**config.mk**
```make
export PLATFORM = sky130hd
export DESIGN_NAME = rbx_ring_client
export DESIGN_NICKNAME = d
export VERILOG_FILES = /design/src/rtl/rbx_pkg.sv /design/src/rtl/rbx_desc_bank.sv /design/src/rtl/rbx_addr_gen.sv /design/src/rtl/rbx_seq.sv /design/src/rtl/rbx_ring_client.sv
export SDC_FILE = /design/constraint.sdc
export NUM_CORES = 1
export LEC_CHECK = 0
export BUFFER_PORTS_ARGS = -buffer_cell sky130_fd_sc_hd__buf_2
export CORE_MARGIN = 5
export CORE_UTILIZATION = 45
export CTS_BUF_LIST = sky130_fd_sc_hd__clkbuf_4 sky130_fd_sc_hd__clkbuf_8
export CTS_CLUSTER_DIAMETER = 60
export DETAILED_ROUTE_END_ITERATION = 7
export MAX_ROUTING_LAYER = met4
export PLACE_DENSITY = 0.71
export SYNTH_ARGS = -nofsm -noshare
export SYNTH_HDL_FRONTEND = slang
export SYNTH_SLANG_ARGS = --single-unit
```
**constraint.sdc**
```tcl
create_clock -name clk -period 3.8 [get_ports clk]
set_input_delay 0.57 -clock clk [delete_from_list [all_inputs] [get_ports clk]]
set_output_delay 0.57 -clock clk [all_outputs]
set_load 0.02 [all_outputs]
```
**src/rtl/rbx_pkg.sv**
```systemverilog
package rbx_pkg;
  typedef enum logic [2:0] {
    OP_INIT  = 3'd0,
    OP_EMPTY = 3'd1,
    OP_FULL  = 3'd2,
    OP_GET   = 3'd3,
    OP_GETW  = 3'd4,
    OP_PUT   = 3'd5
  } rbx_op_e;

  typedef enum logic [2:0] {
    ST_IDLE, ST_TAKE, ST_MEM, ST_GIVE, ST_SAVE, ST_RESP
  } rbx_st_e;

  localparam int unsigned HDR_MASK_OFS = 3;
  localparam int unsigned HDR_IN_OFS   = 2;
  localparam int unsigned HDR_OUT_OFS  = 1;
endpackage

```
**src/rtl/rbx_desc_bank.sv**
```systemverilog
module rbx_desc_bank #(
  parameter int unsigned NCH = 4,
  parameter int unsigned AW  = 16,
  parameter int unsigned DW  = 8,
  localparam int unsigned CHW = (NCH > 1) ? $clog2(NCH) : 1
) (
  input  logic           clk,
  input  logic           rst_n,
  input  logic [CHW-1:0] rd_ch,
  output logic [AW-1:0]  rd_base,
  output logic [DW-1:0]  rd_mask,
  output logic [DW-1:0]  rd_in,
  output logic [DW-1:0]  rd_out,
  input  logic           wr_en,
  input  logic [CHW-1:0] wr_ch,
  input  logic [AW-1:0]  wr_base,
  input  logic [DW-1:0]  wr_mask,
  input  logic [DW-1:0]  wr_in,
  input  logic [DW-1:0]  wr_out
);
  logic [AW-1:0] base_r [NCH];
  logic [DW-1:0] mask_r [NCH];
  logic [DW-1:0] in_r   [NCH];
  logic [DW-1:0] out_r  [NCH];

  for (genvar g = 0; g < NCH; g++) begin : g_ch
    always_ff @(posedge clk or negedge rst_n) begin
      if (!rst_n) begin
        base_r[g] <= '0;
        mask_r[g] <= '0;
        in_r[g]   <= '0;
        out_r[g]  <= '0;
      end else if (wr_en && wr_ch == CHW'(g)) begin
        base_r[g] <= wr_base;
        mask_r[g] <= wr_mask;
        in_r[g]   <= wr_in;
        out_r[g]  <= wr_out;
      end
    end
  end

  assign rd_base = base_r[rd_ch];
  assign rd_mask = mask_r[rd_ch];
  assign rd_in   = in_r[rd_ch];
  assign rd_out  = out_r[rd_ch];
endmodule

```
**src/rtl/rbx_addr_gen.sv**
```systemverilog
module rbx_addr_gen import rbx_pkg::*; #(
  parameter int unsigned AW = 16,
  parameter int unsigned DW = 8
) (
  input  rbx_op_e       op,
  input  logic          xfer,
  input  logic [1:0]    step,
  input  logic [AW-1:0] base,
  input  logic [DW-1:0] mask,
  input  logic [DW-1:0] idx_in,
  input  logic [DW-1:0] idx_out,
  input  logic [DW-1:0] data,
  output logic [AW-1:0] addr,
  output logic          we,
  output logic [DW-1:0] wdata,
  output logic          last
);
  logic [DW-1:0] nxt_in, nxt_out;
  assign nxt_in  = (idx_in  + DW'(1)) & mask;
  assign nxt_out = (idx_out + DW'(1)) & mask;

  always_comb begin
    addr  = base - AW'(HDR_IN_OFS);
    we    = 1'b0;
    wdata = '0;
    last  = 1'b1;
    if (op == OP_INIT) begin
      addr = base - AW'(HDR_MASK_OFS) + AW'(step);
      last = (step == 2'd2);
    end else if (!xfer) begin
      if (op == OP_FULL || op == OP_PUT) addr = base - AW'(HDR_OUT_OFS);
    end else if (op == OP_PUT) begin
      last = (step == 2'd1);
      we   = 1'b1;
      if (step == 2'd0) begin
        addr  = base + AW'(idx_in);
        wdata = data;
      end else begin
        wdata = nxt_in;
      end
    end else begin
      last = (step == 2'd1);
      if (step == 2'd0) begin
        addr = base + AW'(idx_out);
      end else begin
        addr  = base - AW'(HDR_OUT_OFS);
        we    = 1'b1;
        wdata = nxt_out;
      end
    end
  end
endmodule

```
**src/rtl/rbx_seq.sv**
```systemverilog
module rbx_seq import rbx_pkg::*; #(
  parameter int unsigned AW  = 16,
  parameter int unsigned DW  = 8,
  parameter int unsigned CHW = 2
) (
  input  logic           clk,
  input  logic           rst_n,
  input  logic           cmd_valid,
  output logic           cmd_ready,
  input  logic [2:0]     cmd_op,
  input  logic [CHW-1:0] cmd_ch,
  input  logic [AW-1:0]  cmd_addr,
  input  logic [DW-1:0]  cmd_data,
  output logic           rsp_valid,
  input  logic           rsp_ready,
  output logic [DW-1:0]  rsp_data,
  output logic           rsp_flag,
  output logic           rsp_err,
  output logic           own_valid,
  output logic           own_take,
  input  logic           own_ack,
  input  logic           own_granted,
  output logic           mem_valid,
  output logic           mem_we,
  output logic [AW-1:0]  mem_addr,
  output logic [DW-1:0]  mem_wdata,
  input  logic           mem_ready,
  input  logic [DW-1:0]  mem_rdata,
  input  logic [AW-1:0]  look_base,
  input  logic [DW-1:0]  look_mask,
  input  logic [DW-1:0]  look_in,
  input  logic [DW-1:0]  look_out,
  output logic           sv_en,
  output logic [CHW-1:0] sv_ch,
  output logic [AW-1:0]  sv_base,
  output logic [DW-1:0]  sv_mask,
  output logic [DW-1:0]  sv_in,
  output logic [DW-1:0]  sv_out
);
  rbx_st_e        st;
  rbx_op_e        op_q;
  logic [CHW-1:0] ch_q;
  logic [AW-1:0]  base_q;
  logic [DW-1:0]  mask_q, in_q, out_q, dat_q;
  logic [1:0]     step_q;
  logic           xfer_q, hit_q, err_q, owned_q;
  logic           ag_last, hit_now;
  logic [DW-1:0]  nin_q, nout_q;

  assign nin_q  = (in_q  + DW'(1)) & mask_q;
  assign nout_q = (out_q + DW'(1)) & mask_q;
  assign hit_now = (op_q == OP_FULL || op_q == OP_PUT) ? (nin_q == mem_rdata)
                                                       : (mem_rdata == out_q);

  rbx_addr_gen #(.AW(AW), .DW(DW)) u_ag (
    .op(op_q), .xfer(xfer_q), .step(step_q), .base(base_q), .mask(mask_q),
    .idx_in(in_q), .idx_out(out_q), .data(dat_q),
    .addr(mem_addr), .we(mem_we), .wdata(mem_wdata), .last(ag_last)
  );

  assign cmd_ready = (st == ST_IDLE);
  assign rsp_valid = (st == ST_RESP);
  assign own_valid = (st == ST_TAKE) || (st == ST_GIVE);
  assign own_take  = (st == ST_TAKE);
  assign mem_valid = (st == ST_MEM);
  assign rsp_flag  = hit_q;
  assign rsp_err   = err_q;
  assign rsp_data  = (op_q == OP_GET || op_q == OP_GETW) ? dat_q : '0;
  assign sv_en     = (st == ST_SAVE);
  assign sv_ch     = ch_q;
  assign sv_base   = base_q;
  assign sv_mask   = mask_q;
  assign sv_in     = in_q;
  assign sv_out    = out_q;

  always_ff @(posedge clk or negedge rst_n) begin
    if (!rst_n) begin
      st <= ST_IDLE; op_q <= OP_INIT; ch_q <= '0; base_q <= '0;
      mask_q <= '0; in_q <= '0; out_q <= '0; dat_q <= '0;
      step_q <= '0; xfer_q <= 1'b0; hit_q <= 1'b0; err_q <= 1'b0; owned_q <= 1'b0;
    end else begin
      unique case (st)
        ST_IDLE: if (cmd_valid) begin
          op_q   <= rbx_op_e'(cmd_op);
          ch_q   <= cmd_ch;
          dat_q  <= (cmd_op == 3'(OP_PUT)) ? cmd_data : '0;
          mask_q <= look_mask;
          in_q   <= look_in;
          out_q  <= look_out;
          step_q <= '0;
          xfer_q <= 1'b0;
          hit_q  <= 1'b0;
          err_q  <= 1'b0;
          if (cmd_op == 3'(OP_INIT)) begin
            base_q <= cmd_addr;
            if (cmd_addr == '0) begin
              mask_q <= '0; in_q <= '0; out_q <= '0;
              st <= ST_SAVE;
            end else st <= ST_TAKE;
          end else begin
            base_q <= look_base;
            if (cmd_op > 3'(OP_PUT)) st <= ST_RESP;
            else if (look_base == '0) begin
              hit_q <= 1'b1;
              st    <= ST_RESP;
            end else st <= ST_TAKE;
          end
        end
        ST_TAKE: if (own_ack) begin
          step_q <= '0;
          if (own_granted) begin
            owned_q <= 1'b1;
            st      <= ST_MEM;
          end else begin
            err_q <= 1'b1;
            st    <= ST_RESP;
          end
        end
        ST_MEM: if (mem_ready) begin
          if (op_q == OP_INIT) begin
            case (step_q)
              2'd0:    mask_q <= mem_rdata;
              2'd1:    in_q   <= mem_rdata;
              default: out_q  <= mem_rdata;
            endcase
          end else if (!xfer_q) hit_q <= hit_now;
          else if (step_q == 2'd0 && op_q != OP_PUT) dat_q <= mem_rdata;
          if (!ag_last) step_q <= step_q + 2'd1;
          else begin
            if (xfer_q) begin
              if (op_q == OP_PUT) in_q <= nin_q;
              else                out_q <= nout_q;
            end
            if (!xfer_q && op_q == OP_GET && !hit_now) begin
              xfer_q <= 1'b1;
              step_q <= '0;
            end else st <= ST_GIVE;
          end
        end
        ST_GIVE: if (own_ack) begin
          owned_q <= 1'b0;
          if ((op_q == OP_GETW || op_q == OP_PUT) && !xfer_q) begin
            if (!hit_q) xfer_q <= 1'b1;
            step_q <= '0;
            st     <= ST_TAKE;
          end else if (op_q == OP_INIT || xfer_q) st <= ST_SAVE;
          else st <= ST_RESP;
        end
        ST_SAVE: st <= ST_RESP;
        ST_RESP: if (rsp_ready) st <= ST_IDLE;
        default: st <= ST_IDLE;
      endcase
    end
  end

  AST_MEM_OWNED: assert property (@(posedge clk) disable iff (!rst_n)
    mem_valid |-> owned_q) else $error("memory access outside ownership");
  AST_MEM_HOLD: assert property (@(posedge clk) disable iff (!rst_n)
    mem_valid && !mem_ready |=> mem_valid && $stable(mem_addr) && $stable(mem_we)) else $error("memory request dropped");
  AST_OWN_HOLD: assert property (@(posedge clk) disable iff (!rst_n)
    own_valid && !own_ack |=> own_valid && $stable(own_take)) else $error("ownership request dropped");
  AST_NO_DOUBLE_TAKE: assert property (@(posedge clk) disable iff (!rst_n)
    own_valid && own_take |-> !owned_q) else $error("acquire while owning");
  AST_RSP_HOLD: assert property (@(posedge clk) disable iff (!rst_n)
    rsp_valid && !rsp_ready |=> rsp_valid && $stable({rsp_data, rsp_flag, rsp_err})) else $error("response changed");
  AST_READY_QUIET: assert property (@(posedge clk) disable iff (!rst_n)
    cmd_ready |-> !rsp_valid && !mem_valid && !own_valid) else $error("busy while ready");
  AST_ERR_RELEASED: assert property (@(posedge clk) disable iff (!rst_n)
    rsp_valid && rsp_err |-> !owned_q) else $error("error with bus held");
endmodule

```
**src/rtl/rbx_ring_client.sv**
```systemverilog
module rbx_ring_client #(
  parameter int unsigned NCH = 4,
  parameter int unsigned AW  = 16,
  parameter int unsigned DW  = 8,
  localparam int unsigned CHW = (NCH > 1) ? $clog2(NCH) : 1
) (
  input  logic           clk,
  input  logic           rst_n,
  input  logic           cmd_valid,
  output logic           cmd_ready,
  input  logic [2:0]     cmd_op,
  input  logic [CHW-1:0] cmd_ch,
  input  logic [AW-1:0]  cmd_addr,
  input  logic [DW-1:0]  cmd_data,
  output logic           rsp_valid,
  input  logic           rsp_ready,
  output logic [DW-1:0]  rsp_data,
  output logic           rsp_flag,
  output logic           rsp_err,
  output logic           own_valid,
  output logic           own_take,
  input  logic           own_ack,
  input  logic           own_granted,
  output logic           mem_valid,
  output logic           mem_we,
  output logic [AW-1:0]  mem_addr,
  output logic [DW-1:0]  mem_wdata,
  input  logic           mem_ready,
  input  logic [DW-1:0]  mem_rdata
);
  logic [AW-1:0]  lk_base, sv_base;
  logic [DW-1:0]  lk_mask, lk_in, lk_out, sv_mask, sv_in, sv_out;
  logic           sv_en;
  logic [CHW-1:0] sv_ch;

  rbx_desc_bank #(.NCH(NCH), .AW(AW), .DW(DW)) u_bank (
    .clk(clk), .rst_n(rst_n), .rd_ch(cmd_ch),
    .rd_base(lk_base), .rd_mask(lk_mask), .rd_in(lk_in), .rd_out(lk_out),
    .wr_en(sv_en), .wr_ch(sv_ch), .wr_base(sv_base), .wr_mask(sv_mask),
    .wr_in(sv_in), .wr_out(sv_out)
  );

  rbx_seq #(.AW(AW), .DW(DW), .CHW(CHW)) u_seq (
    .clk(clk), .rst_n(rst_n),
    .cmd_valid(cmd_valid), .cmd_ready(cmd_ready), .cmd_op(cmd_op), .cmd_ch(cmd_ch),
    .cmd_addr(cmd_addr), .cmd_data(cmd_data),
    .rsp_valid(rsp_valid), .rsp_ready(rsp_ready), .rsp_data(rsp_data),
    .rsp_flag(rsp_flag), .rsp_err(rsp_err),
    .own_valid(own_valid), .own_take(own_take), .own_ack(own_ack), .own_granted(own_granted),
    .mem_valid(mem_valid), .mem_we(mem_we), .mem_addr(mem_addr), .mem_wdata(mem_wdata),
    .mem_ready(mem_ready), .mem_rdata(mem_rdata),
    .look_base(lk_base), .look_mask(lk_mask), .look_in(lk_in), .look_out(lk_out),
    .sv_en(sv_en), .sv_ch(sv_ch), .sv_base(sv_base), .sv_mask(sv_mask),
    .sv_in(sv_in), .sv_out(sv_out)
  );
endmodule

```
-- Word level (Yosys, flattened, before mapping)
Index checks and enable logic that the tools add are counted.
- logic and storage cells: 222
- output and inout port bits: 40
- register bits: 221
- input port bits: 44
- magnitude comparators: 2
- bitwise gates (word level): 3
- reductions and logical operators: 36
- equal/unequal tests: 36
- muxes and demuxes: 108
- add/sub/neg operators: 9
- operators with widths (cell ; count):
    2-to-1 mux 8 bit ; 42
    2-to-1 mux 16 bit ; 9
    one-hot mux 8 bit (2 select lines) ; 4
    binary-select mux 8 bit (select 2 bit) ; 3
    2-to-1 mux 3 bit ; 13
    adder 16 x 8 -> 16 bit ; 2
    binary-select mux 16 bit (select 2 bit) ; 1
    zero test 16 bit ; 2
    subtractor 16 x 2 -> 16 bit (second input constant) ; 2
    2-to-1 mux 1 bit ; 24
    != test 2 x 1 -> 1 bit (second input constant) ; 9
    one-hot mux 3 bit (6 select lines) ; 1
    adder 16 x 2 -> 16 bit ; 1
    adder 8 x 1 -> 8 bit (second input constant) ; 2
    bitwise AND 8 bit ; 2
    equality test 8 bit ; 2
    != test 2 bit (second input constant) ; 8
    subtractor 16 x 1 -> 16 bit (second input constant) ; 1
    equality test 3 bit (second input constant) ; 5
    2-to-1 mux 2 bit ; 7
    AND reduction 7 bit ; 2
    equality test 3 x 2 -> 1 bit (second input constant) ; 4
    AND reduction 5 bit ; 2
    zero test 3 bit ; 3
    24 further kinds ; 43

-- Logic depth before layout (Yosys ltp)
Gate-level depths: netlist (run 1).
- depth after elaboration: 10
- depth in mapped cells: 11

-- Hierarchy
From an unflattened synthesis (run 1), not the netlist that was laid out.
- cell total of the unflattened synthesis: 1346
- area total of the unflattened synthesis: 14036.0 um^2
- by module, submodules not included (module ; area an instance (um^2) ; cells an instance ; instances):
    rbx_desc_bank ; 6919.1 ; 389 ; 1
    rbx_seq ; 4134.0 ; 509 ; 1
    rbx_addr_gen ; 2982.9 ; 448 ; 1

-- Least setup slack after synthesis (run 1)
OpenSTA, ideal clock, no wires.
- kind: reg-to-output
- from: reg u_seq.base_q[1] (netlist: u_seq.sv_base[1])
- to: out mem_addr[12]
- path slack: 0.659 ns
- stages on the path, launching flop included: 8
- data arrival time: 2.571 ns
- data required time: 3.230 ns
- path buffers: 0
- cells stage by stage: dfrtp_1 > inv_1 > ha_1 > or3b_2 > mux2i_1 > a21boi_0 > o31ai_1 > xor2_1
- longest elaborated chain between the ends: 5
- elaborated cells on any way between the ends: 12
- those cells by class: add/sub: 6; mux: 6
- RTL lines (what ; line ; RTL):
    start, declared ; rbx_seq.sv:43 ; logic [AW-1:0] base_q;
    start signal, assigned ; rbx_seq.sv:95 ; base_q <= cmd_addr;
    start signal, assigned ; rbx_seq.sv:101 ; base_q <= look_base;
    branches (longest 4 deep; another with subtractor 16 x 2 -> 16 bit) ; - ;
    2-to-1 mux 16 bit * ; rbx_addr_gen.sv:27 ; if (op == OP_INIT) begin
    end, declared ; rbx_ring_client.sv:26 ; output logic [AW-1:0] mem_addr,
Mark *: on every way between the ends.

-- Worst setup path in the final report (run 1)
- from: reg u_seq.base_q[9] (netlist: u_seq.sv_base[9])
- to: out mem_addr[14]
Same word-level chain as after synthesis.

==> reports/summary.json, run 1 <==
{
  "total_standard_cell_area_after_synthesis": {"value": 13300, "unit": "um2"},
  "core": {"value": 29500, "unit": "um2"},
  "worst_setup_path_end_kind": {"value": "output pin"},
  "clkTransAtPathRegs": {"value": 0.06, "unit": "ns"},
  "vias_per_cell": {"value": 6.01},
  "ctsLongestPathBuffers": {"value": 3},
  "critical_path_required": {"value": 3.23, "unit": "ns"},
  "dpl_cell_area": {"value": 14200, "unit": "um2"},
  "cts_inserted_buffers": {"value": 39},
  "synth_cell_types": {"value": 74},
  "place_congestion": {"value": 0.941},
  "cts-root-buf": {"value": "sky130_fd_sc_hd__clkbuf_8"},
  "cpLargestDelayFamily": {"value": "simple AND/OR/NAND/NOR gates"},
  "finalPower": {"value": 14.1, "unit": "mW"},
  "synth_enable_flop_cells": {"value": 0},
  "finalCriticalPeriod": {"value": 3.77, "unit": "ns"},
  "fin_util": {"value": 0.514},
  "category_of_the_most_critical_setup_path": {"value": "flip-flop to output pin"},
  "post_route_fraction_of_the_period_consumed_by_the_critical_path": {"value": 0.992},
  "critical_path_peak_fanout": {"value": 5},
  "uppermost_metal_layer_occupied_by_signal_nets": {"value": "met4"},
  "grt-ovfl-total": {"value": 0},
  "swShare": {"value": 0.439},
  "detailedRoute.firstPassIterationCount": {"value": 5},
  "fin_skew": {"value": 0.0366, "unit": "ns"},
  "crit_path_cell_trace": {"value": "or4_4 > or4_4 > nor3_4 > a311o_1 > a21oi_2 > o21ai_2 > o221ai_2 > mux2_4 > buf_6"},
  "route.detailed.drc": {"value": 0},
  "wl_met3": {"value": 2720, "unit": "um"},
  "drtIter0Drc": {"value": 1007},
  "ys_async_sr_fraction": {"value": 1.00},
  "path_common_cell": {"value": "sky130_fd_sc_hd__or4_4"},
  "num-nets-final": {"value": 1450},
  "layout_commonest_cell": {"value": "sky130_fd_sc_hd__dfrtp_1"},
  "syn_avg_cell_area": {"value": 10.2, "unit": "um2"},
  "cpPeakStageDelay": {"value": 0.56, "unit": "ns"},
  "post_layout_nonfiller_instances": {"value": 1792},
  "cp_data_arrival_time": {"value": 3.20, "unit": "ns"},
  "final_area": {"value": 15200, "unit": "um2"},
  "floorplan.initialDensity": {"value": 0.452},
  "worst_pin_slew": {"value": 1.20, "unit": "ns"},
  "sequential_cell_area_fraction_in_the_yosys_report": {"value": 0.415},
  "tritoncts_clock_tree": {"value": "done"},
  "placedCellCount": {"value": 1716},
  "power_frac_seq": {"value": 0.316},
  "synth_top_flop_cell": {"value": "sky130_fd_sc_hd__dfrtp_1"},
  "synthDominantCellAreaShare": {"value": 0.415},
  "port_buffers": {"value": 83},
  "critPathLaunchType": {"value": "flip-flop"},
  "grt_start_max_net_pins": {"value": 118},
  "power_leakage": {"value": 6.72, "unit": "nW"},
  "wl_met2": {"value": 17700, "unit": "um"},
  "synth_warnings": {"value": 0},
  "netlist_instances": {"value": 1310},
  "drv.max_cap_violation_count": {"value": 0},
  "worst_setup_slack_post_dpl": {"value": 0.414, "unit": "ns"},
  "clock_latency": {"value": 0.55, "unit": "ns"},
  "slowest_stage": {"value": "sky130_fd_sc_hd__or4_4"},
  "post_cts_hold_buffer_count": {"value": 0},
  "wl_met1": {"value": 16500, "unit": "um"},
  "syn_nets": {"value": 1383},
  "critPathBufInv": {"value": 1},
  "timing.setup.tns": {"value": 0, "unit": "ns"},
  "internal_power": {"value": 7.91, "unit": "mW"},
  "wl_per_instance": {"value": 21.3, "unit": "um"},
  "final_antenna_net_count": {"value": 0},
  "dieHeight": {"value": 182, "unit": "um"},
  "min_path_type": {"value": "primary input to async pin"},
  "grt_pass1_wl": {"value": 61000, "unit": "um"},
  "die_width": {"value": 182, "unit": "um"},
  "vias_in_the_first_global_route": {"value": 10777},
  "power.density": {"value": 929, "unit": "nW/um2"},
  "clock.fmax": {"value": 265, "unit": "MHz"},
  "grt.total_usage": {"value": 0.235},
  "drive_above_1_share": {"value": 0.309},
  "ys_seq_elements": {"value": 221},
  "cts_sinks": {"value": 221},
  "run_status": {"value": "complete, no violations"},
  "most_frequent_cells_in_the_layout": {"value": "sky130_fd_sc_hd__dfrtp_1, sky130_fd_sc_hd__mux2_2, sky130_fd_sc_hd__nand2_1"},
  "share_clk_of_total_power": {"value": 0.161},
  "design.die.area": {"value": 33200, "unit": "um2"},
  "synthTopCellsByArea": {"value": "sky130_fd_sc_hd__dfrtp_1, sky130_fd_sc_hd__mux2_2, sky130_fd_sc_hd__mux4_2"},
  "num_rows": {"value": 63},
  "io_pins": {"value": 84},
  "syn_to_final_growth": {"value": 13.7, "unit": "%"},
  "grt_antenna_before_repair": {"value": 1},
  "final_max_slew_viol_count": {"value": 0},
  "num_vias": {"value": 10772},
  "endpoints_failing_setup": {"value": 0},
  "rsz0062_at_grt": {"value": "true"},
  "hpwl_after_detailed_placement": {"value": 26100, "unit": "um"},
  "drt-total-wl": {"value": 38100, "unit": "um"},
  "slew_headroom": {"value": 0.193},
  "vdd_ir_drop_max": {"value": 0.300, "unit": "mV"},
  "whs": {"value": 0.0799, "unit": "ns"},
  "yosysTopAreaCell": {"value": "sky130_fd_sc_hd__dfrtp_1"},
  "power_frac_comb": {"value": 0.524},
  "cts.htree.levels": {"value": 2},
  "final_critical_path_setup_slack": {"value": 0.0297, "unit": "ns"},
  "final-hold-violation-count": {"value": 0},
  "netSwitchingPower": {"value": 6.18, "unit": "mW"}
}
worst register-to-register path, cell delays in order (launching register included):
cell                       delay (ns)
sky130_fd_sc_hd__dfrtp_1         0.56
sky130_fd_sc_hd__or3_1           0.73
sky130_fd_sc_hd__a31oi_1         0.50
sky130_fd_sc_hd__nand2_1         0.42
sky130_fd_sc_hd__a211oi_1        0.58
sky130_fd_sc_hd__a21oi_1         0.10
sky130_fd_sc_hd__a21oi_1         0.17
logic make-up after synthesis:
| family | after synthesis | synth area share |
|---|---|---|
| AND/OR/NAND/NOR | 359 | 0.125 |
| flip-flops | 221 | 0.415 |
| XOR/XNOR | 57 | 0.0374 |
| multiplexers | 223 | 0.221 |
| adder cells (fa/ha/maj) | 29 | 0.0289 |
| buffers and inverters | 138 | 0.0408 |
| AO/OA/AOI/OAI | 283 | 0.132 |
power by group through the flow:
| stage | Sequential, mW | Combinational (mW) | Clock [mW] |
|---|---|---|---|
| after CTS | 4.43 | 7.10 | 2.31 |
| after floorplan | 3.79 | 5.58 | 0 |
| after global placement | 4.40 | 6.87 | 0 |
| final | 4.45 | 7.38 | 2.26 |
| after detailed placement | 4.47 | 7.01 | 0 |
| after global routing | 4.58 | 8.02 | 2.41 |
registers in the layout, indices dropped and copies added (netlist names):
name	flops
u_bank.base_r	64
u_bank.in_r	32
u_bank.mask_r	32
u_bank.out_r	32
u_seq.sv_base	16
u_seq.dat_q	8
u_seq.sv_in	8
u_seq.sv_mask	8
u_seq.sv_out	8
u_seq.op_q	3
u_seq.st	3
u_seq.step_q	2
u_seq.sv_ch	2
u_seq.rsp_err	1
u_seq.rsp_flag	1
u_seq.xfer_q	1
path summary, 6_finish.rpt:
| kind | cells past startpoint | slack (ns) | from | to |
|---|---|---|---|---|
| worst max register to register | 6 | 0.64 | u_seq.op_q[2]$_DFFE_PN0P_ | u_seq.sv_in[7]$_DFFE_PN0P_ |
| max in group asynchronous | 2 | 2.86 | rst_n | u_bank.mask_r[5]$_DFFE_PN0P_ |
| worst min-delay path | 1 | 0.08 | rst_n | u_bank.base_r[12]$_DFFE_PN0P_ |
| worst min register to register | 2 | 0.48 | u_bank.base_r[23]$_DFFE_PN0P_ | u_bank.base_r[23]$_DFFE_PN0P_ |
| worst max-delay path | 9 | 0.03 | u_seq.sv_base[9]$_DFFE_PN0P_ | mem_addr[14] |
| min in group clk | 3 | 0.27 | cmd_op[0] | u_seq.op_q[0]$_DFFE_PN0P_ |
cell type report:
type | instances | area (um2)
repair buffers | 133 | 862
fillers | 2586 | 14300
clock buffers | 55 | 676
clock inverters | 10 | 118
well taps | 390 | 488
flip-flops and latches | 221 | 5550
diodes | 1 | 2.50
multi-input cells | 951 | 7360
inverters | 31 | 116
timing repair:
action / 4_1_cts / 5_1_grt
setup endpoints to repair: 6 / 8
setup buffers: 2 / 8
gates resized for setup: 6 / 30
pin swaps: 0 / 8
per-layer routing:
metal / GRT usage / vias up
met5: - / -
met4: 0.0739 / 0
met3: 0.0385 / 100
met2: 0.364 / 461
met1: 0.320 / 5331
li1: - / 4880
synth_stat cells (all sizes together) (3+ instances only):
master	n
a211oi	16
a21o	5
a21oi	85
a22oi	24
a31oi	9
a32oi	6
and2	13
and3	10
buf	27
clkbuf	80
dfrtp	221
fa	3
ha	26
inv	31
mux2	146
mux2i	35
mux4	42
nand2	120
nand2b	6
nand3	30
nand3b	4
nand4	7
nor2	101
nor2b	6
nor3	29
nor3b	6
nor4	10
o211ai	9
o21a	8
o21ai	78
o21bai	4
o221ai	3
o22ai	4
o311ai	4
o31ai	7
or2	3
or3	8
or4	3
xnor2	37
xor2	20
(Power assumes the default switching activity.)
==> run 2, diff against run 1 <==
==> constraint.sdc (replaced) <==
create_clock -name clk -period 3.9 [get_ports clk]
set_input_delay 0.585 -clock clk [delete_from_list [all_inputs] [get_ports clk]]
set_output_delay 0.585 -clock clk [all_outputs]
set_load 0.02 [all_outputs]
==> run 2 against run 1 <==
Compared with the run above: sequential cell count unchanged; clock-buffer cell count decreased by 1; clock skew decreased by 0.0092 ns; sequential power decreased by 3%.
==> reports/summary.json, run 2 (synthesized netlist as in run 1, its figures left out) <==
{
  "run_status": {"value": "complete, no violations", "change": "unchanged"},
  "seq_area": {"value": 5550, "unit": "um2", "change": "unchanged"},
  "cts-root-buf": {"value": "sky130_fd_sc_hd__clkbuf_8", "change": "unchanged"},
  "wl_per_instance": {"value": 21.3, "unit": "um", "change": "about the same"},
  "power_leakage": {"value": 6.70, "unit": "nW", "change": "was 6.72 nW"},
  "io_pins": {"value": 84, "change": "unchanged"},
  "cts_sinks": {"value": 221, "change": "unchanged"},
  "uppermost_metal_layer_occupied_by_signal_nets": {"value": "met4", "change": "unchanged"},
  "layout_commonest_cell": {"value": "sky130_fd_sc_hd__dfrtp_1", "change": "unchanged"},
  "design.die.area": {"value": 33200, "unit": "um2", "change": "unchanged"},
  "regMostFlops": {"value": "u_bank.base_r", "change": "unchanged"},
  "vias_in_the_first_global_route": {"value": 10673, "change": "was 10777"},
  "most_frequent_cells_in_the_layout": {"value": "sky130_fd_sc_hd__dfrtp_1, sky130_fd_sc_hd__mux2_2, sky130_fd_sc_hd__nand2_1", "change": "unchanged"},
  "critPathLaunchType": {"value": "flip-flop", "change": "unchanged"},
  "tritoncts_clock_tree": {"value": "done", "change": "unchanged"},
  "slew_headroom": {"value": 0.277, "change": "was 0.193"},
  "r2r-end": {"value": "u_seq.dat_q[6]$_DFFE_PN0P_", "change": "was u_seq.sv_in[7]$_DFFE_PN0P_"},
  "post_layout_nonfiller_instances": {"value": 1796, "change": "was 1792"},
  "ctsLongestPathBuffers": {"value": 3, "change": "unchanged"},
  "nFillCells": {"value": 2635, "change": "was 2586"},
  "core": {"value": 29500, "unit": "um2", "change": "unchanged"},
  "cts.htree.levels": {"value": 2, "change": "unchanged"},
  "drive_above_1_share": {"value": 0.303, "change": "was 0.309"},
  "drv.max_cap_violation_count": {"value": 0, "change": "unchanged"},
  "wl_met2": {"value": 17300, "unit": "um", "change": "was 17700 um"},
  "post_cts_hold_buffer_count": {"value": 0, "change": "unchanged"},
  "drtIter0Drc": {"value": 1064, "change": "was 1007"},
  "finalCriticalPeriod": {"value": 3.80, "unit": "ns"},
  "drt-total-wl": {"value": 38200, "unit": "um", "change": "was 38100 um"},
  "endpoints_failing_setup": {"value": 0, "change": "unchanged"},
  "floorplan.initialDensity": {"value": 0.452, "change": "unchanged"},
  "port_buffers": {"value": 83, "change": "unchanged"},
  "detailedRoute.firstPassIterationCount": {"value": 5, "change": "unchanged"},
  "wl_met1": {"value": 16100, "unit": "um", "change": "was 16500 um"},
  "grt-ovfl-total": {"value": 0, "change": "unchanged"},
  "clock_latency": {"value": 0.54, "unit": "ns", "change": "was 0.55 ns"},
  "post_route_fraction_of_the_period_consumed_by_the_critical_path": {"value": 0.975},
  "num-nets-final": {"value": 1450, "change": "unchanged"},
  "multi_input_area": {"value": 7320, "unit": "um2", "change": "was 7360 um2"},
  "cp_data_arrival_time": {"value": 3.22, "unit": "ns", "change": "was 3.20 ns"},
  "final_antenna_net_count": {"value": 0, "change": "unchanged"},
  "power.density": {"value": 900, "unit": "nW/um2", "change": "was 929 nW/um2"},
  "grt_antenna_before_repair": {"value": 2, "change": "was 1"},
  "critical_path_required": {"value": 3.31, "unit": "ns", "change": "was 3.23 ns"},
  "worst_setup_path_end_kind": {"value": "output pin", "change": "unchanged"},
  "route.detailed.drc": {"value": 0, "change": "unchanged"},
  "final_max_slew_viol_count": {"value": 0, "change": "unchanged"},
  "die_width": {"value": 182, "unit": "um", "change": "unchanged"},
  "clock.fmax": {"value": 263, "unit": "MHz"},
  "num_vias": {"value": 10807, "change": "was 10772"},
  "timing.setup.tns": {"value": 0, "unit": "ns", "change": "unchanged"},
  "min_path_type": {"value": "primary input to async pin", "change": "unchanged"},
  "dieHeight": {"value": 182, "unit": "um", "change": "unchanged"},
  "category_of_the_most_critical_setup_path": {"value": "flip-flop to output pin", "change": "unchanged"},
  "placedCellCount": {"value": 1717, "change": "was 1716"},
  "critical_path_peak_fanout": {"value": 9, "change": "was 5"},
  "hpwl_after_detailed_placement": {"value": 25900, "unit": "um", "change": "was 26100 um"},
  "grt.total_usage": {"value": 0.231, "change": "was 0.235"},
  "regToRegStartpoint": {"value": "u_seq.st[0]$_DFFE_PN0P_", "change": "was u_seq.op_q[2]$_DFFE_PN0P_"},
  "vias_per_cell": {"value": 6.02, "change": "was 6.01"},
  "syn_to_final_growth": {"value": 13.1, "unit": "%", "change": "was 13.7%"},
  "num_rows": {"value": 63, "change": "unchanged"},
  "cts_inserted_buffers": {"value": 38, "change": "was 39"},
  "clkTransAtPathRegs": {"value": 0.06, "unit": "ns", "change": "about the same"},
  "worst_pin_slew": {"value": 1.08, "unit": "ns", "change": "was 1.20 ns"},
  "grt_pass1_wl": {"value": 59700, "unit": "um", "change": "was 61000 um"},
  "place_congestion": {"value": 0.963, "change": "was 0.941"},
  "largest_register_ffs": {"value": 64, "change": "unchanged"},
  "vdd_ir_drop_max": {"value": 0.311, "unit": "mV", "change": "was 0.300 mV"},
  "reg2reg_slack": {"value": 0.79, "unit": "ns", "change": "was 0.64 ns"},
  "wl_met3": {"value": 3180, "unit": "um", "change": "was 2720 um"},
  "final-hold-violation-count": {"value": 0, "change": "unchanged"},
  "fin_skew": {"value": 0.0274, "unit": "ns", "change": "was 0.0366 ns"},
  "reg2reg_depth": {"value": 6, "change": "unchanged"},
  "grt_start_max_net_pins": {"value": 97, "change": "was 118"}
}
run 2: worst max-delay path, stage by stage, from the launching register on:
cell and delay, ns:
sky130_fd_sc_hd__dfrtp_1 0.39, sky130_fd_sc_hd__buf_4 0.18, sky130_fd_sc_hd__ha_1 0.30, sky130_fd_sc_hd__a21o_1 0.19, sky130_fd_sc_hd__a21oi_1 0.34, sky130_fd_sc_hd__o21a_1 0.20
sky130_fd_sc_hd__nor2_1 0.08, sky130_fd_sc_hd__o21ai_0 0.20, sky130_fd_sc_hd__o311ai_0 0.23, sky130_fd_sc_hd__a41oi_1 0.35, sky130_fd_sc_hd__buf_2 0.22
run 2: cell type report:
class	count	share of cell area
clock buffers	54	0.0460
well taps	390	0.0324
diodes	2	0.000332
multi-input cells	951	0.485
flip-flops and latches	221	0.368
inverters	31	0.00772
repair buffers	134	0.0543
clock inverters	13	0.00631
run 2: what timing repair did:
item / 4_1_cts / 5_1_grt
buffers inserted: 0 / 10
gates cloned: 0 / 0
pin swaps: 0 / 4
endpoints found under the setup margin: 3 / 9
gates resized for setup: 2 / 17
run 2: worst max-delay path by stage:
stage	endpoint	startpoint	depth (start not counted)	slack, ns
after floorplan	mem_addr[12]	u_seq.sv_base[1]$_DFFE_PN0P_	7	0.74
after global routing	mem_addr[14]	u_seq.sv_base[9]$_DFFE_PN0P_	9	-0.01
after CTS	mem_addr[14]	u_seq.sv_base[0]$_DFFE_PN0P_	12	0.007
after detailed placement	mem_addr[14]	u_seq.sv_base[0]$_DFFE_PN0P_	10	0.54
after global placement	mem_addr[14]	u_seq.sv_base[0]$_DFFE_PN0P_	10	0.53
final	mem_addr[7]	u_seq.sv_base[1]$_DFFE_PN0P_	10	0.1
run 2: per-layer routing:
layer | track usage | vias up
met5 | - | -
met4 | 0.0916 | 0
met3 | 0.0484 | 107
met2 | 0.356 | 481
met1 | 0.302 | 5336
li1 | - | 4883
run 2: where the power goes:
group / switching, mW / internal [mW] / leakage, nW
sequential: 1.07 / 3.25 / 2.77
clock: 0.968 / 1.22 / 0.421
combinational: 3.93 / 3.12 / 3.51
run 2: through the flow:
step	setup slack, ns	hold WS (ns)	cell area [um2]	total power, mW	util
5_1_grt	-0.0120	0.111	15100	14.5	0.511
3_5_place_dp	0.536	0.470	14200	11.2	0.481
3_3_place_gp	0.532	0.459	14200	11.0	0.481
4_1_cts	0.00742	0.0596	15000	13.4	0.508
2_1_floorplan	0.744	0.289	13300	9.13	-
6_report	0.0984	0.0433	15100	13.6	0.511
==> run 3, diff against run 2 <==
--- a/config.mk
+++ b/config.mk
@@ -6,13 +6,15 @@
 export NUM_CORES = 1
 export LEC_CHECK = 0
 export BUFFER_PORTS_ARGS = -buffer_cell sky130_fd_sc_hd__buf_2
+export CELL_PAD_IN_SITES_DETAIL_PLACEMENT = 0
+export CELL_PAD_IN_SITES_GLOBAL_PLACEMENT = 1
 export CORE_MARGIN = 5
 export CORE_UTILIZATION = 45
-export CTS_BUF_LIST = sky130_fd_sc_hd__clkbuf_4 sky130_fd_sc_hd__clkbuf_8
+export CTS_BUF_LIST = sky130_fd_sc_hd__clkbuf_16
 export CTS_CLUSTER_DIAMETER = 60
 export DETAILED_ROUTE_END_ITERATION = 7
 export MAX_ROUTING_LAYER = met4
-export PLACE_DENSITY = 0.71
+export PLACE_DENSITY_LB_ADDON = 0.05
 export SYNTH_ARGS = -nofsm -noshare
 export SYNTH_HDL_FRONTEND = slang
 export SYNTH_SLANG_ARGS = --single-unit
==> run 3 against run 2 <==
Compared with the run above: global-route usage increased by 1.8 points; critical endpoint is now mem_addr[14]; largest cell class unchanged; power increased by 2.7%; worst setup slack improved by 0.050 ns; cell count decreased by 0.33%.
==> reports/summary.json, run 3 (synthesized netlist as in run 1, its figures left out) <==
{
  "cts_sinks": {"value": 221, "change": "unchanged"},
  "swShare": {"value": 0.441, "change": "about the same"},
  "die_width": {"value": 182, "unit": "um", "change": "unchanged"},
  "netSwitchingPower": {"value": 6.15, "unit": "mW", "change": "was 5.98 mW"},
  "final_antenna_net_count": {"value": 0, "change": "unchanged"},
  "met2_usage": {"value": 0.378, "change": "was 0.356"},
  "regToRegStartpoint": {"value": "u_seq.sv_in[0]$_DFFE_PN0P_", "change": "was u_seq.st[0]$_DFFE_PN0P_"},
  "n_diodes": {"value": 0, "change": "was 2"},
  "layout_commonest_cell": {"value": "sky130_fd_sc_hd__dfrtp_1", "change": "unchanged"},
  "final_area": {"value": 15200, "unit": "um2", "change": "was 15100 um2"},
  "use_met3": {"value": 0.0355, "change": "was 0.0484"},
  "endpoints_failing_setup": {"value": 0, "change": "unchanged"},
  "finalCriticalPeriod": {"value": 3.75, "unit": "ns", "change": "was 3.80 ns"},
  "grt_start_max_net_pins": {"value": 79, "change": "was 97"},
  "syn_to_final_growth": {"value": 14.3, "unit": "%", "change": "was 13.1%"},
  "fin_util": {"value": 0.517, "change": "was 0.511"},
  "cp_data_arrival_time": {"value": 3.17, "unit": "ns", "change": "was 3.22 ns"},
  "io_pins": {"value": 84, "change": "unchanged"},
  "vdd_ir_drop_max": {"value": 0.386, "unit": "mV", "change": "was 0.311 mV"},
  "post_route_fraction_of_the_period_consumed_by_the_critical_path": {"value": 0.962, "change": "was 0.975"},
  "route.detailed.drc": {"value": 0, "change": "unchanged"},
  "run_status": {"value": "complete, no violations", "change": "unchanged"},
  "internal_power": {"value": 7.78, "unit": "mW", "change": "was 7.59 mW"},
  "detailedRoute.firstPassIterationCount": {"value": 5, "change": "unchanged"},
  "category_of_the_most_critical_setup_path": {"value": "flip-flop to output pin", "change": "unchanged"},
  "dpl_cell_area": {"value": 14300, "unit": "um2", "change": "was 14200 um2"},
  "worst_setup_path_end_kind": {"value": "output pin", "change": "unchanged"},
  "num_rows": {"value": 63, "change": "unchanged"},
  "slowest_stage": {"value": "sky130_fd_sc_hd__or4_4", "change": "was sky130_fd_sc_hd__dfrtp_1"},
  "final-hold-violation-count": {"value": 0, "change": "unchanged"},
  "critical_path_required": {"value": 3.31, "unit": "ns", "change": "about the same"},
  "share_clk_of_total_power": {"value": 0.171, "change": "was 0.161"},
  "grt_pass1_wl": {"value": 63500, "unit": "um", "change": "was 59700 um"},
  "reg2reg_slack": {"value": 0.79, "unit": "ns", "change": "about the same"},
  "design.die.area": {"value": 33200, "unit": "um2", "change": "unchanged"},
  "regMostFlops": {"value": "u_bank.base_r", "change": "unchanged"},
  "drt-total-wl": {"value": 40600, "unit": "um", "change": "was 38200 um"},
  "cts_inserted_buffers": {"value": 28, "change": "was 38"},
  "reg2reg_depth": {"value": 10, "change": "was 6"},
  "min_path_type": {"value": "primary input to async pin", "change": "unchanged"},
  "core": {"value": 29500, "unit": "um2", "change": "unchanged"},
  "power.density": {"value": 914, "unit": "nW/um2", "change": "was 900 nW/um2"},
  "most_frequent_cells_in_the_layout": {"value": "sky130_fd_sc_hd__dfrtp_1, sky130_fd_sc_hd__mux2_2, sky130_fd_sc_hd__nand2_1", "change": "unchanged"},
  "worst_pin_slew": {"value": 0.889, "unit": "ns", "change": "was 1.08 ns"},
  "place_congestion": {"value": 0.868, "change": "was 0.963"},
  "power_frac_comb": {"value": 0.519, "change": "was 0.520"},
  "largest_register_ffs": {"value": 64, "change": "unchanged"},
  "placedCellCount": {"value": 1728, "change": "was 1717"},
  "clock.fmax": {"value": 267, "unit": "MHz", "change": "was 263 MHz"},
  "final_max_slew_viol_count": {"value": 0, "change": "unchanged"},
  "tritoncts_clock_tree": {"value": "done", "change": "unchanged"},
  "finalPower": {"value": 13.9, "unit": "mW", "change": "was 13.6 mW"},
  "floorplan.initialDensity": {"value": 0.452, "change": "unchanged"},
  "use_met1": {"value": 0.369, "change": "was 0.302"},
  "slew_headroom": {"value": 0.403, "change": "was 0.277"},
  "timing.setup.tns": {"value": 0, "unit": "ns", "change": "unchanged"},
  "clock_latency": {"value": 0.57, "unit": "ns", "change": "was 0.54 ns"},
  "worst_setup_slack_post_dpl": {"value": 0.600, "unit": "ns", "change": "was 0.536 ns"},
  "clkTransAtPathRegs": {"value": 0.06, "unit": "ns", "change": "about the same"},
  "port_buffers": {"value": 83, "change": "unchanged"},
  "grt_busiest_layer": {"value": "met2", "change": "unchanged"},
  "grt_antenna_before_repair": {"value": 0, "change": "was 2"},
  "ctsLongestPathBuffers": {"value": 3, "change": "unchanged"},
  "cpPeakStageDelay": {"value": 0.58, "unit": "ns", "change": "was 0.39 ns"},
  "grt-ovfl-total": {"value": 0, "change": "unchanged"},
  "hpwl_after_detailed_placement": {"value": 28400, "unit": "um", "change": "was 25900 um"},
  "critical_path_peak_fanout": {"value": 6, "change": "was 9"},
  "drive_above_1_share": {"value": 0.294, "change": "was 0.303"},
  "vias_in_the_first_global_route": {"value": 10391, "change": "was 10673"},
  "grt.total_usage": {"value": 0.250, "change": "was 0.231"},
  "power_leakage": {"value": 6.79, "unit": "nW", "change": "was 6.70 nW"},
  "num_vias": {"value": 10616, "change": "was 10807"},
  "critPathLaunchType": {"value": "flip-flop", "change": "unchanged"},
  "drv.max_cap_violation_count": {"value": 0, "change": "unchanged"},
  "dieHeight": {"value": 182, "unit": "um", "change": "unchanged"},
  "whs": {"value": 0.0245, "unit": "ns", "change": "was 0.0433 ns"},
  "num-nets-final": {"value": 1452, "change": "was 1450"},
  "r2r-end": {"value": "u_seq.step_q[1]$_DFFE_PN0P_", "change": "was u_seq.dat_q[6]$_DFFE_PN0P_"},
  "wl_per_instance": {"value": 22.7, "unit": "um", "change": "was 21.3 um"},
  "path_common_cell": {"value": "sky130_fd_sc_hd__or4_4"},
  "cts.htree.levels": {"value": 1, "change": "was 2"},
  "vias_per_cell": {"value": 5.93, "change": "was 6.02"},
  "power_frac_seq": {"value": 0.310, "change": "was 0.319"},
  "fin_skew": {"value": 0.0436, "unit": "ns", "change": "was 0.0274 ns"},
  "post_layout_nonfiller_instances": {"value": 1790, "change": "was 1796"},
  "drtIter0Drc": {"value": 659, "change": "was 1064"},
  "cts-root-buf": {"value": "sky130_fd_sc_hd__clkbuf_16", "change": "was sky130_fd_sc_hd__clkbuf_8"},
  "final_critical_path_setup_slack": {"value": 0.149, "unit": "ns", "change": "was 0.0984 ns"},
  "crit_path_cell_trace": {"value": "or4_4 > or4_4 > nor3_4 > nand3_1 > o21a_1 > o21ai_2 > o221ai_2 > mux2_4 > buf_2", "change": "was buf_4 > ha_1 > a21o_1 > a21oi_1 > o21a_1 > nor2_1 > o21ai_0 > o311ai_0 > a41oi_1 > buf_2"}
}
-- run 3: changes by cell type in the layout (fill, tap and decap cells not counted), sizes merged --
cell    before  now
clkinv      10   12
inv         31   40
buf        133  146
bufinv       1    0
diode        2    0
clkbuf      55   28
-- run 3: how the worst max path moves through the flow --
stage,depth (start not counted),slack [ns],end,start
2_1_floorplan,7,0.74,mem_addr[12],u_seq.sv_base[1]$_DFFE_PN0P_
3_3_place_gp,12,0.59,mem_addr[14],u_seq.sv_base[0]$_DFFE_PN0P_
3_5_place_dp,12,0.60,mem_addr[14],u_seq.sv_base[0]$_DFFE_PN0P_
4_1_cts,12,0.02,mem_addr[10],u_seq.sv_base[0]$_DFFE_PN0P_
5_1_grt,9,-0.001,mem_addr[14],u_seq.sv_base[10]$_DFFE_PN0P_
6_report,9,0.15,mem_addr[14],u_seq.sv_base[10]$_DFFE_PN0P_
-- run 3: layout make-up --
| type | count | area [um2] |
|---|---|---|
| clock buffer | 28 | 701 |
| sequential | 221 | 5540 |
| fill | 2721 | 14200 |
| multi-input combinational | 951 | 7330 |
| timing repair buffer | 146 | 911 |
| inverter | 31 | 120 |
| clock inverter | 23 | 155 |
| tap | 390 | 488 |
-- run 3: power by group through the flow --
| stage | Clock [mW] | Combinational (mW) | Sequential, mW |
|---|---|---|---|
| final | 2.38 | 7.23 | 4.33 |
| after floorplan | 0 | 5.43 | 3.69 |
| after global placement | 0 | 7.03 | 4.30 |
| after detailed placement | 0 | 7.06 | 4.33 |
| after CTS | 2.44 | 7.08 | 4.29 |
| after global routing | 2.55 | 7.95 | 4.44 |
-- run 3: metal layers --
layer / wire length [um] / part of all wire
met3: 2030 / 0.050
met4: 597 / 0.015
met5: 0 / 0
met1: 19600 / 0.48
met2: 18400 / 0.45
-- run 3: what timing repair did --
item | 4_1_cts | 5_1_grt
setup buffers | 0 | 11
hold buffers | 0 | 0
endpoints found under the setup margin | 1 | 8
pin swaps | 0 | 3
gates resized for setup | 1 | 20
-- run 3: critical path, delay by kind of cell (launching register included) --
| kind | cells | cell delay (ns) |
|---|---|---|
| buf+inv | 1 | 0.16 |
| mux | 1 | 0.25 |
| simple gates | 4 | 1.40 |
| flops | 1 | 0.43 |
| compound gates | 3 | 0.36 |
